<file path="config.mk">
export PLATFORM = sky130hd
export DESIGN_NAME = sercsr_top
export DESIGN_NICKNAME = d
export VERILOG_FILES = /design/src/rtl/sercsr_pkg.sv /design/src/rtl/sercsr_cfg.sv /design/src/rtl/sercsr_flags.sv /design/src/rtl/sercsr_txhold.sv /design/src/rtl/sercsr_top.sv
export SDC_FILE = /design/constraint.sdc
export NUM_CORES = 1
export LEC_CHECK = 0
export BUFFER_PORTS_ARGS = -buffer_cell sky130_fd_sc_hd__buf_2
export CORE_UTILIZATION = 25
export CTS_CLUSTER_SIZE = 8
export DETAILED_ROUTE_END_ITERATION = 16
export GPL_ROUTABILITY_DRIVEN = 1
export PLACE_DENSITY_LB_ADDON = 0.08
export SYNTH_ARGS = -nofsm -noshare
export SYNTH_HDL_FRONTEND = slang
export SYNTH_SLANG_ARGS = --single-unit
</file>
<file path="constraint.sdc">
create_clock -name clk -period 6.8 [get_ports clk]
set_input_delay 2.04 -clock clk [delete_from_list [all_inputs] [get_ports clk]]
set_output_delay 2.04 -clock clk [all_outputs]
set_load 0.1 [all_outputs]
</file>
<file path="src/rtl/sercsr_pkg.sv">
package sercsr_pkg;
  localparam int unsigned AW         = 6;
  localparam int unsigned DW         = 16;
  localparam int unsigned BW         = 8;
  localparam int unsigned FIFO_DEPTH = 16;
  localparam int unsigned CW         = $clog2(FIFO_DEPTH + 1);

  localparam logic [AW-1:0] A_MODE = 6'h00;
  localparam logic [AW-1:0] A_RATE = 6'h04;
  localparam logic [AW-1:0] A_CTRL = 6'h08;
  localparam logic [AW-1:0] A_TXD  = 6'h0C;
  localparam logic [AW-1:0] A_STAT = 6'h10;
  localparam logic [AW-1:0] A_RXD  = 6'h14;
  localparam logic [AW-1:0] A_FCTL = 6'h18;
  localparam logic [AW-1:0] A_CNT  = 6'h1C;
  localparam logic [AW-1:0] A_PORT = 6'h20;
  localparam logic [AW-1:0] A_LINE = 6'h24;

  localparam logic [BW-1:0] MODE_MASK = 8'h7B;
  localparam logic [BW-1:0] CTRL_MASK = 8'hFA;
  localparam logic [BW-1:0] PORT_MASK = 8'hF3;

  typedef struct packed {
    logic tend;
    logic tde;
    logic brk;
    logic rdf;
    logic dr;
  } flags_t;

  function automatic logic [CW-1:0] trig_level(input logic [1:0] sel);
    case (sel)
      2'd0:    trig_level = CW'(1);
      2'd1:    trig_level = CW'(4);
      2'd2:    trig_level = CW'(8);
      default: trig_level = CW'(14);
    endcase
  endfunction
endpackage

</file>
<file path="src/rtl/sercsr_cfg.sv">
module sercsr_cfg
  import sercsr_pkg::*;
(
  input  logic          clk,
  input  logic          rst_n,
  input  logic          wr_mode,
  input  logic          wr_rate,
  input  logic          wr_ctrl,
  input  logic          wr_fctl,
  input  logic          wr_port,
  input  logic [DW-1:0] wdata,
  output logic [BW-1:0] mode_q,
  output logic [BW-1:0] rate_q,
  output logic [BW-1:0] ctrl_q,
  output logic [DW-1:0] fctl_q,
  output logic [BW-1:0] port_q,
  output logic [CW-1:0] trig_q,
  output logic          fclr_q,
  output logic          irq_tx_q
);
  logic [BW-1:0] mode_n, rate_n, ctrl_n, port_n;
  logic [DW-1:0] fctl_n;
  logic [CW-1:0] trig_n;
  logic          irq_tx_n;
  logic          cfg_en;

  assign cfg_en = wr_mode | wr_rate | wr_ctrl | wr_fctl | wr_port;

  always_comb begin
    mode_n   = mode_q;
    rate_n   = rate_q;
    ctrl_n   = ctrl_q;
    fctl_n   = fctl_q;
    port_n   = port_q;
    trig_n   = trig_q;
    irq_tx_n = irq_tx_q;
    if (wr_mode) mode_n = wdata[BW-1:0] & MODE_MASK;
    if (wr_rate) rate_n = wdata[BW-1:0];
    if (wr_port) port_n = wdata[BW-1:0] & PORT_MASK;
    if (wr_ctrl) begin
      ctrl_n   = wdata[BW-1:0] & CTRL_MASK;
      irq_tx_n = wdata[7];
    end
    if (wr_fctl) begin
      fctl_n = wdata;
      trig_n = trig_level(wdata[7:6]);
    end
  end

  always_ff @(posedge clk or negedge rst_n) begin
    if (!rst_n) begin
      mode_q   <= '0;
      rate_q   <= 8'hFF;
      ctrl_q   <= 8'h20;
      fctl_q   <= '0;
      port_q   <= '0;
      trig_q   <= CW'(1);
      irq_tx_q <= 1'b0;
    end else if (cfg_en) begin
      mode_q   <= mode_n;
      rate_q   <= rate_n;
      ctrl_q   <= ctrl_n;
      fctl_q   <= fctl_n;
      port_q   <= port_n;
      trig_q   <= trig_n;
      irq_tx_q <= irq_tx_n;
    end
  end

  always_ff @(posedge clk or negedge rst_n) begin
    if (!rst_n) fclr_q <= 1'b0;
    else        fclr_q <= wr_fctl & wdata[1];
  end


  ctrl_txirq_chk: assert property (@(posedge clk) disable iff (!rst_n)
    wr_ctrl |=> (irq_tx_q == $past(wdata[7])));

  fifo_clear_pulse_chk: assert property (@(posedge clk) disable iff (!rst_n)
    fclr_q |=> !fclr_q || $past(wr_fctl));
endmodule

</file>
<file path="src/rtl/sercsr_flags.sv">
module sercsr_flags
  import sercsr_pkg::*;
(
  input  logic          clk,
  input  logic          rst_n,
  input  logic          wr_ctrl,
  input  logic          wr_stat,
  input  logic          wr_txd,
  input  logic          rd_stat,
  input  logic          pop,
  input  logic [BW-1:0] wdata,
  input  logic          ctrl_te,
  input  logic          ctrl_rie,
  input  logic [CW-1:0] level,
  input  logic [CW-1:0] trig,
  input  logic          ev_thresh,
  input  logic          ev_tmo,
  input  logic          ev_brk,
  input  logic          ev_dr,
  output flags_t        flags_q,
  output logic          irq_rx_q
);
  flags_t        flags_n;
  logic          irq_rx_n;
  logic          flg_en;
  logic [CW-1:0] left_after_pop;

  assign left_after_pop = level - CW'(1);
  assign flg_en = wr_ctrl | wr_stat | wr_txd | rd_stat | pop |
                  ev_thresh | ev_tmo | ev_brk | ev_dr;

  always_comb begin
    flags_n  = flags_q;
    irq_rx_n = irq_rx_q;
    if (ev_thresh || ev_tmo) begin
      flags_n.rdf = 1'b1;
      if (ctrl_rie) irq_rx_n = 1'b1;
    end
    if (ev_brk) flags_n.brk = 1'b1;
    if (ev_dr)  flags_n.dr  = 1'b1;
    if (wr_ctrl) begin
      if (!wdata[5]) flags_n.tend = 1'b1;
      if (!wdata[6]) irq_rx_n = 1'b0;
    end
    if (wr_txd) flags_n.tde = 1'b0;
    if (wr_stat) begin
      if (!wdata[6]) flags_n.tend = 1'b0;
      if (!wdata[5]) flags_n.tde  = 1'b0;
      if (!wdata[4]) flags_n.brk  = 1'b0;
      if (!wdata[1]) flags_n.rdf  = 1'b0;
      if (!wdata[0]) flags_n.dr   = 1'b0;
      if (!wdata[1] || !wdata[0]) irq_rx_n = 1'b0;
    end
    if (pop && (left_after_pop < trig)) flags_n.rdf = 1'b0;
    if (rd_stat && ctrl_te) begin
      flags_n.tde  = 1'b1;
      flags_n.tend = 1'b1;
    end
  end

  always_ff @(posedge clk or negedge rst_n) begin
    if (!rst_n) begin
      flags_q  <= '{tend: 1'b1, tde: 1'b1, brk: 1'b0, rdf: 1'b0, dr: 1'b0};
      irq_rx_q <= 1'b0;
    end else if (flg_en) begin
      flags_q  <= flags_n;
      irq_rx_q <= irq_rx_n;
    end
  end


  stat_irq_drop_chk: assert property (@(posedge clk) disable iff (!rst_n)
    (wr_stat && !(wdata[1] && wdata[0])) |=> !irq_rx_q);

  ctrl_rie_drop_chk: assert property (@(posedge clk) disable iff (!rst_n)
    (wr_ctrl && !wdata[6]) |=> !irq_rx_q);

  stat_rearm_chk: assert property (@(posedge clk) disable iff (!rst_n)
    (rd_stat && ctrl_te) |=> (flags_q.tde && flags_q.tend));

  stat_keep_ones_chk: assert property (@(posedge clk) disable iff (!rst_n)
    (wr_stat && wdata[6] && !wr_ctrl && !rd_stat && $past(flags_q.tend) ) |=> flags_q.tend || !$past(flags_q.tend));
endmodule

</file>
<file path="src/rtl/sercsr_txhold.sv">
module sercsr_txhold
  import sercsr_pkg::*;
(
  input  logic          clk,
  input  logic          rst_n,
  input  logic          wr_txd,
  input  logic [BW-1:0] wdata,
  input  logic          tx_ready,
  output logic [BW-1:0] tx_data,
  output logic          tx_valid
);
  logic [BW-1:0] data_n;
  logic          valid_n;
  logic          hold_en;

  assign hold_en = wr_txd | (tx_valid & tx_ready);

  always_comb begin
    data_n  = tx_data;
    valid_n = tx_valid;
    if (tx_valid && tx_ready) valid_n = 1'b0;
    if (wr_txd) begin
      data_n  = wdata;
      valid_n = 1'b1;
    end
  end

  always_ff @(posedge clk or negedge rst_n) begin
    if (!rst_n) begin
      tx_data  <= '0;
      tx_valid <= 1'b0;
    end else if (hold_en) begin
      tx_data  <= data_n;
      tx_valid <= valid_n;
    end
  end


  tx_hold_chk: assert property (@(posedge clk) disable iff (!rst_n)
    (tx_valid && !tx_ready && !wr_txd) |=> (tx_valid && $stable(tx_data)));

  tx_load_chk: assert property (@(posedge clk) disable iff (!rst_n)
    wr_txd |=> (tx_valid && tx_data == $past(wdata)));
endmodule

</file>
<file path="src/rtl/sercsr_top.sv">
module sercsr_top
  import sercsr_pkg::*;
(
  input  logic          clk,
  input  logic          rst_n,
  input  logic [AW-1:0] bus_addr,
  input  logic          bus_wr,
  input  logic          bus_rd,
  input  logic [DW-1:0] bus_wdata,
  output logic [DW-1:0] bus_rdata,
  output logic          bus_rvalid,
  output logic [BW-1:0] tx_data,
  output logic          tx_valid,
  input  logic          tx_ready,
  input  logic [CW-1:0] fifo_level,
  input  logic [BW-1:0] fifo_rdata,
  output logic          fifo_pop,
  output logic          fifo_clear,
  output logic [CW-1:0] rx_trigger,
  input  logic          rx_thresh,
  input  logic          rx_timeout,
  input  logic          rx_break,
  input  logic          rx_dready,
  output logic          rx_en,
  output logic          irq_tx,
  output logic          irq_rx
);
  logic          wr_mode, wr_rate, wr_ctrl, wr_txd, wr_stat, wr_fctl, wr_port;
  logic          rd_stat, rd_rxd;
  logic [BW-1:0] mode_q, rate_q, ctrl_q, port_q;
  logic [DW-1:0] fctl_q;
  flags_t        flags_q;
  logic [DW-1:0] rdata_n;

  assign wr_mode = bus_wr && bus_addr == A_MODE;
  assign wr_rate = bus_wr && bus_addr == A_RATE;
  assign wr_ctrl = bus_wr && bus_addr == A_CTRL;
  assign wr_txd  = bus_wr && bus_addr == A_TXD;
  assign wr_stat = bus_wr && bus_addr == A_STAT;
  assign wr_fctl = bus_wr && bus_addr == A_FCTL;
  assign wr_port = bus_wr && bus_addr == A_PORT;
  assign rd_stat = bus_rd && bus_addr == A_STAT;
  assign rd_rxd  = bus_rd && bus_addr == A_RXD;
  assign fifo_pop = rd_rxd && (fifo_level != '0);
  assign rx_en    = ctrl_q[4];

  sercsr_cfg u_cfg (
    .clk(clk), .rst_n(rst_n),
    .wr_mode(wr_mode), .wr_rate(wr_rate), .wr_ctrl(wr_ctrl),
    .wr_fctl(wr_fctl), .wr_port(wr_port), .wdata(bus_wdata),
    .mode_q(mode_q), .rate_q(rate_q), .ctrl_q(ctrl_q), .fctl_q(fctl_q),
    .port_q(port_q), .trig_q(rx_trigger), .fclr_q(fifo_clear),
    .irq_tx_q(irq_tx)
  );

  sercsr_flags u_flags (
    .clk(clk), .rst_n(rst_n),
    .wr_ctrl(wr_ctrl), .wr_stat(wr_stat), .wr_txd(wr_txd),
    .rd_stat(rd_stat), .pop(fifo_pop), .wdata(bus_wdata[BW-1:0]),
    .ctrl_te(ctrl_q[5]), .ctrl_rie(ctrl_q[6]),
    .level(fifo_level), .trig(rx_trigger),
    .ev_thresh(rx_thresh), .ev_tmo(rx_timeout),
    .ev_brk(rx_break), .ev_dr(rx_dready),
    .flags_q(flags_q), .irq_rx_q(irq_rx)
  );

  sercsr_txhold u_tx (
    .clk(clk), .rst_n(rst_n), .wr_txd(wr_txd),
    .wdata(bus_wdata[BW-1:0]), .tx_ready(tx_ready),
    .tx_data(tx_data), .tx_valid(tx_valid)
  );

  always_comb begin
    rdata_n = '0;
    case (bus_addr)
      A_MODE: rdata_n = DW'(mode_q);
      A_RATE: rdata_n = DW'(rate_q);
      A_CTRL: rdata_n = DW'(ctrl_q);
      A_STAT: rdata_n = {9'b0, flags_q.tend, flags_q.tde, flags_q.brk,
                         2'b0, flags_q.rdf, flags_q.dr};
      A_RXD:  rdata_n = (fifo_level != '0) ? DW'(fifo_rdata) : '0;
      A_FCTL: rdata_n = fctl_q;
      A_CNT:  rdata_n = DW'(fifo_level);
      A_PORT: rdata_n = DW'(port_q);
      default: rdata_n = '0;
    endcase
  end

  always_ff @(posedge clk or negedge rst_n) begin
    if (!rst_n) begin
      bus_rdata  <= '0;
      bus_rvalid <= 1'b0;
    end else begin
      bus_rvalid <= bus_rd;
      if (bus_rd) bus_rdata <= rdata_n;
    end
  end


  rd_valid_chk: assert property (@(posedge clk) disable iff (!rst_n)
    bus_rd |=> bus_rvalid);

  rd_idle_chk: assert property (@(posedge clk) disable iff (!rst_n)
    !bus_rd |=> !bus_rvalid);

  pop_nonempty_chk: assert property (@(posedge clk) disable iff (!rst_n)
    fifo_pop |=> (bus_rdata == DW'($past(fifo_rdata))));
endmodule

</file>
==> key figures, run 1 <==
Outcome
  • Status: finished clean

Clocking
  • Post-CTS Setup Bufs: 0
  • Sink Count: 79
  • CTS root buf: clkbuf_16
  • CTS tree: done
  • Clock Latency Late Sink: 0.33 ns
  • Number of hold buffers added after cts: 0
  • H-tree levels: 3
  • CTS clock-pin slew for the worst setup and hold paths: 0.06 ns
  • Max clock buf depth: 2
  • Post-cts repair resize count: 0
  • CTS buffer count: 9

Finish
  • Fillers: ~1500
  • Most frequent standard cell in the layout excluding fill and tap cells: buf_2
  • Net total in the final layout: 430
  • # diodes: 0
  • Fin util: 31.53%
  • Final Instance Count excl. Fillers: between 500 and 600
  • Commonest non-fill, non-tap cells in the layout: buf_2, dfrtp_1, mux2_2
  • Area Overhead vs Synth: 22.08%
  • Layout cells sized above 1: 39.79%

Logic synthesis
  • EDFF count, synth: 0
  • Synth cell types: 54
  • Net Count, Synth: 356
  • Synthesis Warnings: 0
  • Primary FF master, synth: dfrtp_1
  • Mean Syn Cell Area: 11.78 um2
  • Ys async rst share: 100.0%
  • Seq/Total Area, Yosys: 54.92%
  • Number of cells produced by synthesis: around 310
  • Synthesized flop and latch total: 79
  • Synthesized cell area: between 0.003 and 0.004 mm2

STA
  • Setup TNS: 0 ns
  • Final setup fails: 0
  • Slew @ Worst Pin: 1.071 ns
  • Worst relative slew slack: 28.45%
  • Fmax: ~0.17 GHz
  • Fin Hold WS: 0.4833 ns
  • RSZ-0062 raised after global routing: false
  • Tmin final: approximately 5.8 ns
  • Final period util: a little under nine tenths
  • Slew Viols, Final: 0
  • Worst-case clock skew: 0.009958 ns
  • Final hold violation count: 0

GRT
  • Largest net degree at the start of global routing: 80
  • Gr ovfl total: 0
  • Number of global-route vias before repair: ~2800
  • Initial antenna violation count: 0
  • Global-route usage over all layers: 15.63%
  • Global-route wire length before repair: 16730 um

Die
  • Core Footprint: ~0.014 mm2
  • Initial Utilization: ~26%
  • Row count: 43
  • Die X: 122.5 um
  • Die Ht: between 100 and 150 um
  • IO Pins: 80
  • DIE AREA: between 0.01 and 0.015 mm2

Worst setup path
  • Highest-delay cell along the critical path: nor4_2
  • Crit start category: input pin
  • Critical Path RT: 4.76 ns
  • Cell repeated most along the worst path: buf_2
  • Worst Path Arrival: 3.79 ns
  • Crit path cell chain: buf_2 -> inv_1 -> nor4_2 -> buf_2
  • Max FO, Critical Path: 21
  • Crit end category: primary output
  • Crit path largest cell delay: 0.55 ns
  • CP top delay family: buffers and inverters
  • Bufs and invs on worst path: 3
  • Critical Setup Path Class: in -> out

Power and ir drop
  • Internal power: 0.0008296 W
  • Sw Pwr: about 0.00037 W
  • Seq pwr share: a little under half
  • Net Sw Frac: a little under a third
  • Worst IR drop on VDD: 109.6 uV
  • Power Density: approximately 270 mW/mm2
  • LEAKAGE: 2.075 nW
  • Combinational Power Share: approximately 18%
  • Clk network pwr share: between 30% and 40%

Routing
  • Final antenna-violating net count: 0
  • Drt first-iter violations: approximately 170
  • Routed len/inst: between 15 and 20 um
  • Number of vias per cell: 4.847
  • DR pass1 iterations: 4
  • Total Wirelength: 10900 um
  • Via Count: around 2700
  • Drc violations: 0

Worst hold path
  • Worst Hold Class: reg -> reg

Place
  • Port-buffer cells: 78
  • Placed insts: 551
  • RD Place Congestion: between 0.7 and 0.8
  • Final HPWL DP: about 7500 um

Run
  • Max_cap viols: 0
[worst paths after layout]
path,endpoint,startpoint,slack (ns),cells after the start
min in group asynchronous,bus_rvalid$_DFF_PN0_,rst_n,1.88,1
worst min-delay path,u_cfg.trig_q[0]$_DFFE_PN1P_,u_cfg.trig_q[0]$_DFFE_PN1P_,0.48,2
worst max register to register,bus_rdata[1]$_DFFE_PN0P_,u_cfg.port_q[1]$_DFFE_PN0P_,5.23,5
worst max-delay path,fifo_pop,bus_rd,0.97,4
worst min register to register,u_cfg.trig_q[0]$_DFFE_PN1P_,u_cfg.trig_q[0]$_DFFE_PN1P_,0.48,2
max in group asynchronous,bus_rdata[6]$_DFFE_PN0P_,rst_n,4.23,1
[power groups by stage]
stage          Combinational (W)  Clock, W  Sequential, W
3_3_place_gp            0.000220         0       0.000556
4_1_cts                 0.000222  0.000444       0.000549
6_report                0.000218  0.000430       0.000548
5_1_grt                 0.000234  0.000467       0.000553
2_1_floorplan          0.0000716         0       0.000641
3_5_place_dp            0.000221         0       0.000557
[stage by stage]
step           power (W)  setup slack [ns]  area (um2)
6_report        0.001197            0.9718        4428
5_1_grt         0.001255            0.8810        4428
4_1_cts         0.001214            0.9587        4428
3_5_place_dp   0.0007777            0.9498        4174
3_3_place_gp   0.0007764             1.014        4174
2_1_floorplan  0.0007125            0.2502        3633
[flip-flops by register name (all words and copies together) (netlist names)]
signal	count
u_cfg.mode_q	6
u_cfg.ctrl_q	5
u_flags.irq_rx_q	1
bus_rdata	16
bus_rvalid	1
u_tx.tx_valid	1
u_cfg.fclr_q	1
u_cfg.port_q	6
u_cfg.rate_q	8
u_cfg.fctl_q	16
u_cfg.irq_tx_q	1
u_tx.tx_data	8
u_flags.flags_q	5
u_cfg.trig_q	4
[layout make-up]
class	count	area [um2]	share of cell area [%]
clock buffers	14	244.0	5.510
clock inverters	2	10.01	0.2261
inverters	18	67.56	1.526
multi-input cells	196	1496	33.79
flip-flops and latches	79	1992	44.98
well taps	180	225.2	5.086
repair buffers	78	392.9	8.873
[synth_stat cells, types with 2 or more instances]
library cell / number / share of area, %
a31oi_1: 3 / 0.52
buf_1: 2 / 0.21
o21a_1: 2 / 0.41
nor2_1: 9 / 0.93
clkbuf_1: 8 / 0.83
nand4_1: 2 / 0.34
xor2_1: 2 / 0.48
a221o_1: 3 / 0.83
nor3_2: 3 / 0.83
mux2i_1: 4 / 1.1
a22o_1: 3 / 0.72
nor3_1: 3 / 0.41
a222oi_1: 2 / 0.55
or4b_4: 2 / 0.76
ha_1: 4 / 1.4
dfstp_2: 12 / 8.7
a22oi_1: 7 / 1.4
nand2_1: 30 / 3.1
o21ai_0: 20 / 2.8
mux2_2: 35 / 11
buf_6: 2 / 0.62
a221oi_1: 6 / 1.4
and3_1: 2 / 0.34
a21oi_1: 6 / 0.83
inv_1: 18 / 1.9
a21o_1: 2 / 0.41
o22a_1: 2 / 0.48
dfrtp_1: 67 / 46
buf_2: 2 / 0.28
mux2_4: 7 / 2.9
nand3_1: 13 / 1.8
nor2b_1: 3 / 0.52
[per-layer routing]
layer  global-route usage, %  part of all wire [%]  vias to the layer above
met1                   22.76                    49                     1403
met4                   5.030                  0.78                        0
met5                       0                     0                        -
li1                        -                     -                     1267
met2                   22.89                    44                       72
met3                   3.253                   5.8                        6
[logic make-up after synthesis]
family | Yosys count | share of synthesized area (%)
multiplexers | 46 | 14.87
flip-flops | 79 | 54.92
adder cells (fa/ha/maj) | 4 | 1.380
buffers and inverters | 33 | 4.001
XOR/XNOR | 2 | 0.4830
other | 1 | 0.1034
AO/OA/AOI/OAI | 65 | 12.45
AND/OR/NAND/NOR | 78 | 11.80
[tightest hold or removal path: stages (launching register included)]
cell,delay [ns]
dfstp_2,0.37
nand2_1,0.05
o31ai_1,0.05
Note: power is estimated with default switching activity, not from simulation.
==> inputs of run 2 (changes only) <==
--- a/config.mk
+++ b/config.mk
@@ -6,6 +6,7 @@
 export NUM_CORES = 1
 export LEC_CHECK = 0
 export BUFFER_PORTS_ARGS = -buffer_cell sky130_fd_sc_hd__buf_2
+export CORE_MARGIN = 2
 export CORE_UTILIZATION = 25
 export CTS_CLUSTER_SIZE = 8
 export DETAILED_ROUTE_END_ITERATION = 16
==> run 2 against run 1 <==
Die area increased by 3.3%. Setup slack improved by 0.0066 ns. Register-to-register slack improved by 0.08 ns. Sequential power about the same. Maximum frequency increased by 0.11%.
==> key figures, run 2 (same netlist as run 1, synthesis figures left out) <==
GRT
  • Initial antenna violation count: 0 (unchanged)
  • Largest net degree at the start of global routing: 55 (-31%)
  • Number of global-route vias before repair: 2775 (+0.18%)
  • Grt met3 use: 2.405% (-0.85 points)
  • Met1 Use GR: 21.67% (-1.1 points)
  • Met2 Resource Use GR: 21.47% (-1.4 points)
  • Global-route wire length before repair: 17220 um (+2.9%)
  • Gr ovfl total: 0 (unchanged)
  • Global-route usage over all layers: 14.78% (-0.85 points)
  • Busiest layer in global routing: met1

Die
  • Die Ht: 124.5 um (+1.6%)
  • DIE AREA: 0.01549 mm2 (+3.3%)
  • Initial Utilization: 25.24% (-0.59 points)
  • Row count: 44 (+2.3%)
  • Die X: 124.5 um (+1.6%)
  • IO Pins: 80 (unchanged)
  • Core Footprint: 0.01437 mm2 (+2.3%)

Finish
  • Net total in the final layout: 431 (+0.23%)
  • Layout cells sized above 1: 40.98% (+1.2 points)
  • Fillers: 1491 (+1.3%)
  • Top flop regs: bus_rdata x16, u_cfg.fctl_q x16
  • Area Overhead vs Synth: 24.91%
  • Commonest non-fill, non-tap cells in the layout: buf_2, dfrtp_1, mux2_2
  • # diodes: 0 (unchanged)
  • Most frequent standard cell in the layout excluding fill and tap cells: buf_2

Power and ir drop
  • Power Density: 292.0 mW/mm2 (+8.0%)
  • Pwr Total: 0.001323 W (+11%)
  • Worst IR drop on VDD: 112.7 uV (+2.8%)
  • LEAKAGE: 2.125 nW (+2.4%)

Clocking
  • CTS tree: done
  • CTS root buf: clkbuf_16
  • H-tree levels: 3 (unchanged)
  • Number of hold buffers added after cts: 0 (unchanged)
  • CTS clock-pin slew for the worst setup and hold paths: 0.06 ns (about the same)
  • Clock Latency Late Sink: 0.34 ns (about the same)
  • Post-cts repair resize count: 0 (unchanged)
  • Post-CTS Setup Bufs: 0 (unchanged)
  • CTS buffer count: 9 (unchanged)
  • Sink Count: 79 (unchanged)
  • Max clock buf depth: 2 (unchanged)

STA
  • Slew Viols, Final: 0 (unchanged)
  • Setup TNS: 0 ns (unchanged)
  • Worst relative slew slack: 29.59% (+1.1 points)
  • Tmin final: 5.822 ns (-0.006587 ns)
  • Final setup fails: 0 (unchanged)
  • Fmax: 0.1718 GHz (+0.11%)
  • Worst-case clock skew: 0.004002 ns (-0.005957 ns)
  • RSZ-0062 raised after global routing: false
  • Final period util: 85.61% (-0.097 points)
  • Final hold violation count: 0 (unchanged)
  • Slew @ Worst Pin: 1.054 ns (-0.01703 ns)

Worst hold path
  • Worst Hold Class: reg -> reg

Worst setup path
  • Crit path cell chain: buf_2 -> inv_1 -> nor4_2 -> buf_2
  • Max FO, Critical Path: 21 (unchanged)
  • Cell repeated most along the worst path: buf_2
  • Highest-delay cell along the critical path: nor4_2
  • Critical Path RT: 4.76 ns (about the same)
  • Crit end category: primary output
  • Critical Setup Path Class: in -> out
  • CP top delay family: buffers and inverters
  • Bufs and invs on worst path: 3 (unchanged)
  • Reg-to-reg slack, setup: 5.31 ns (+0.08 ns)
  • Crit start category: input pin
  • Worst Path Arrival: 3.78 ns (about the same)
  • Crit path largest cell delay: 0.55 ns (about the same)

Place
  • Port-buffer cells: 78 (unchanged)
  • Final HPWL DP: 7687 um (+2.1%)
  • RD Place Congestion: 0.7798 (-2.3%)

Routing
  • Final antenna-violating net count: 0 (unchanged)
  • Total Wirelength: 10940 um (+0.36%)
  • DR pass1 iterations: 4 (unchanged)
  • Drt first-iter violations: 143 (-15%)
  • Routed len/inst: 19.13 um (-0.52%)
  • Number of vias per cell: 4.783 (-1.3%)
  • Via Count: 2736 (-0.44%)
  • Drc violations: 0 (unchanged)

Outcome
  • Status: finished clean

Run
  • Max_cap viols: 0 (unchanged)
[run 2: cell types whose count changed in the layout (fill, tap and decap cells not counted)]
cell / previous run / this run
buf_4: 1 / 2
clkbuf_8: 0 / 4
bufinv_16: 0 / 2
clkbuf_1: 5 / 1
clkinv_2: 2 / 0
[run 2: report_power, final]
part	switching, W	internal (W)
combinational	0.000158	0.0000609
clock	0.000194	0.000362
sequential	0.0000257	0.000522
[run 2: layout make-up]
cell class                 instances  area, um2  share of cell area (%)
clock buffer                      14      284.0                   6.269
timing repair buffer              79      400.4                   8.837
multi-input combinational        196       1496                   33.03
inverter                          18      67.56                   1.491
tap                              184      230.2                   5.081
clock inverter                     2      60.06                   1.326
sequential                        79       1992                   43.97
[run 2: worst register-to-register path: stages (launching register included)]
cell	delay (ns)
dfrtp_1	0.34
and4bb_2	0.23
a31oi_1	0.05
a2111oi_0	0.50
a221oi_1	0.12
a22oi_1	0.17
[run 2: metrics by stage]
step	util [%]	hold WS, ns	area (um2)	std cells	setup WS [ns]
3_5_place_dp	29.14	0.4716	4187	556	0.9349
4_1_cts	31.53	0.4854	4531	572	0.9332
2_1_floorplan	-	0.4470	3633	308	0.2502
6_report	31.53	0.4818	4531	572	0.9784
5_1_grt	31.53	0.4996	4531	572	0.8213
3_3_place_gp	29.14	0.4658	4187	556	0.9896
[run 2: worst paths after layout]
kind	startpoint	cells past startpoint	end
setup / recovery	bus_rd	4	fifo_pop
hold / removal	u_tx.tx_data[5]$_DFFE_PN0P_	2	u_tx.tx_data[5]$_DFFE_PN0P_
setup reg to reg	u_cfg.port_q[1]$_DFFE_PN0P_	5	bus_rdata[1]$_DFFE_PN0P_
hold reg to reg	u_tx.tx_data[5]$_DFFE_PN0P_	2	u_tx.tx_data[5]$_DFFE_PN0P_
max in group asynchronous	rst_n	2	u_cfg.fctl_q[5]$_DFFE_PN0P_
min in group asynchronous	rst_n	1	bus_rdata[14]$_DFFE_PN0P_
[run 2: metal layers]
layer  share of wire (%)  routed length (um)
met5                   0                   0
met4                 1.7                 190
met3                 4.6                 505
met2                  45                4898
met1                  49                5346
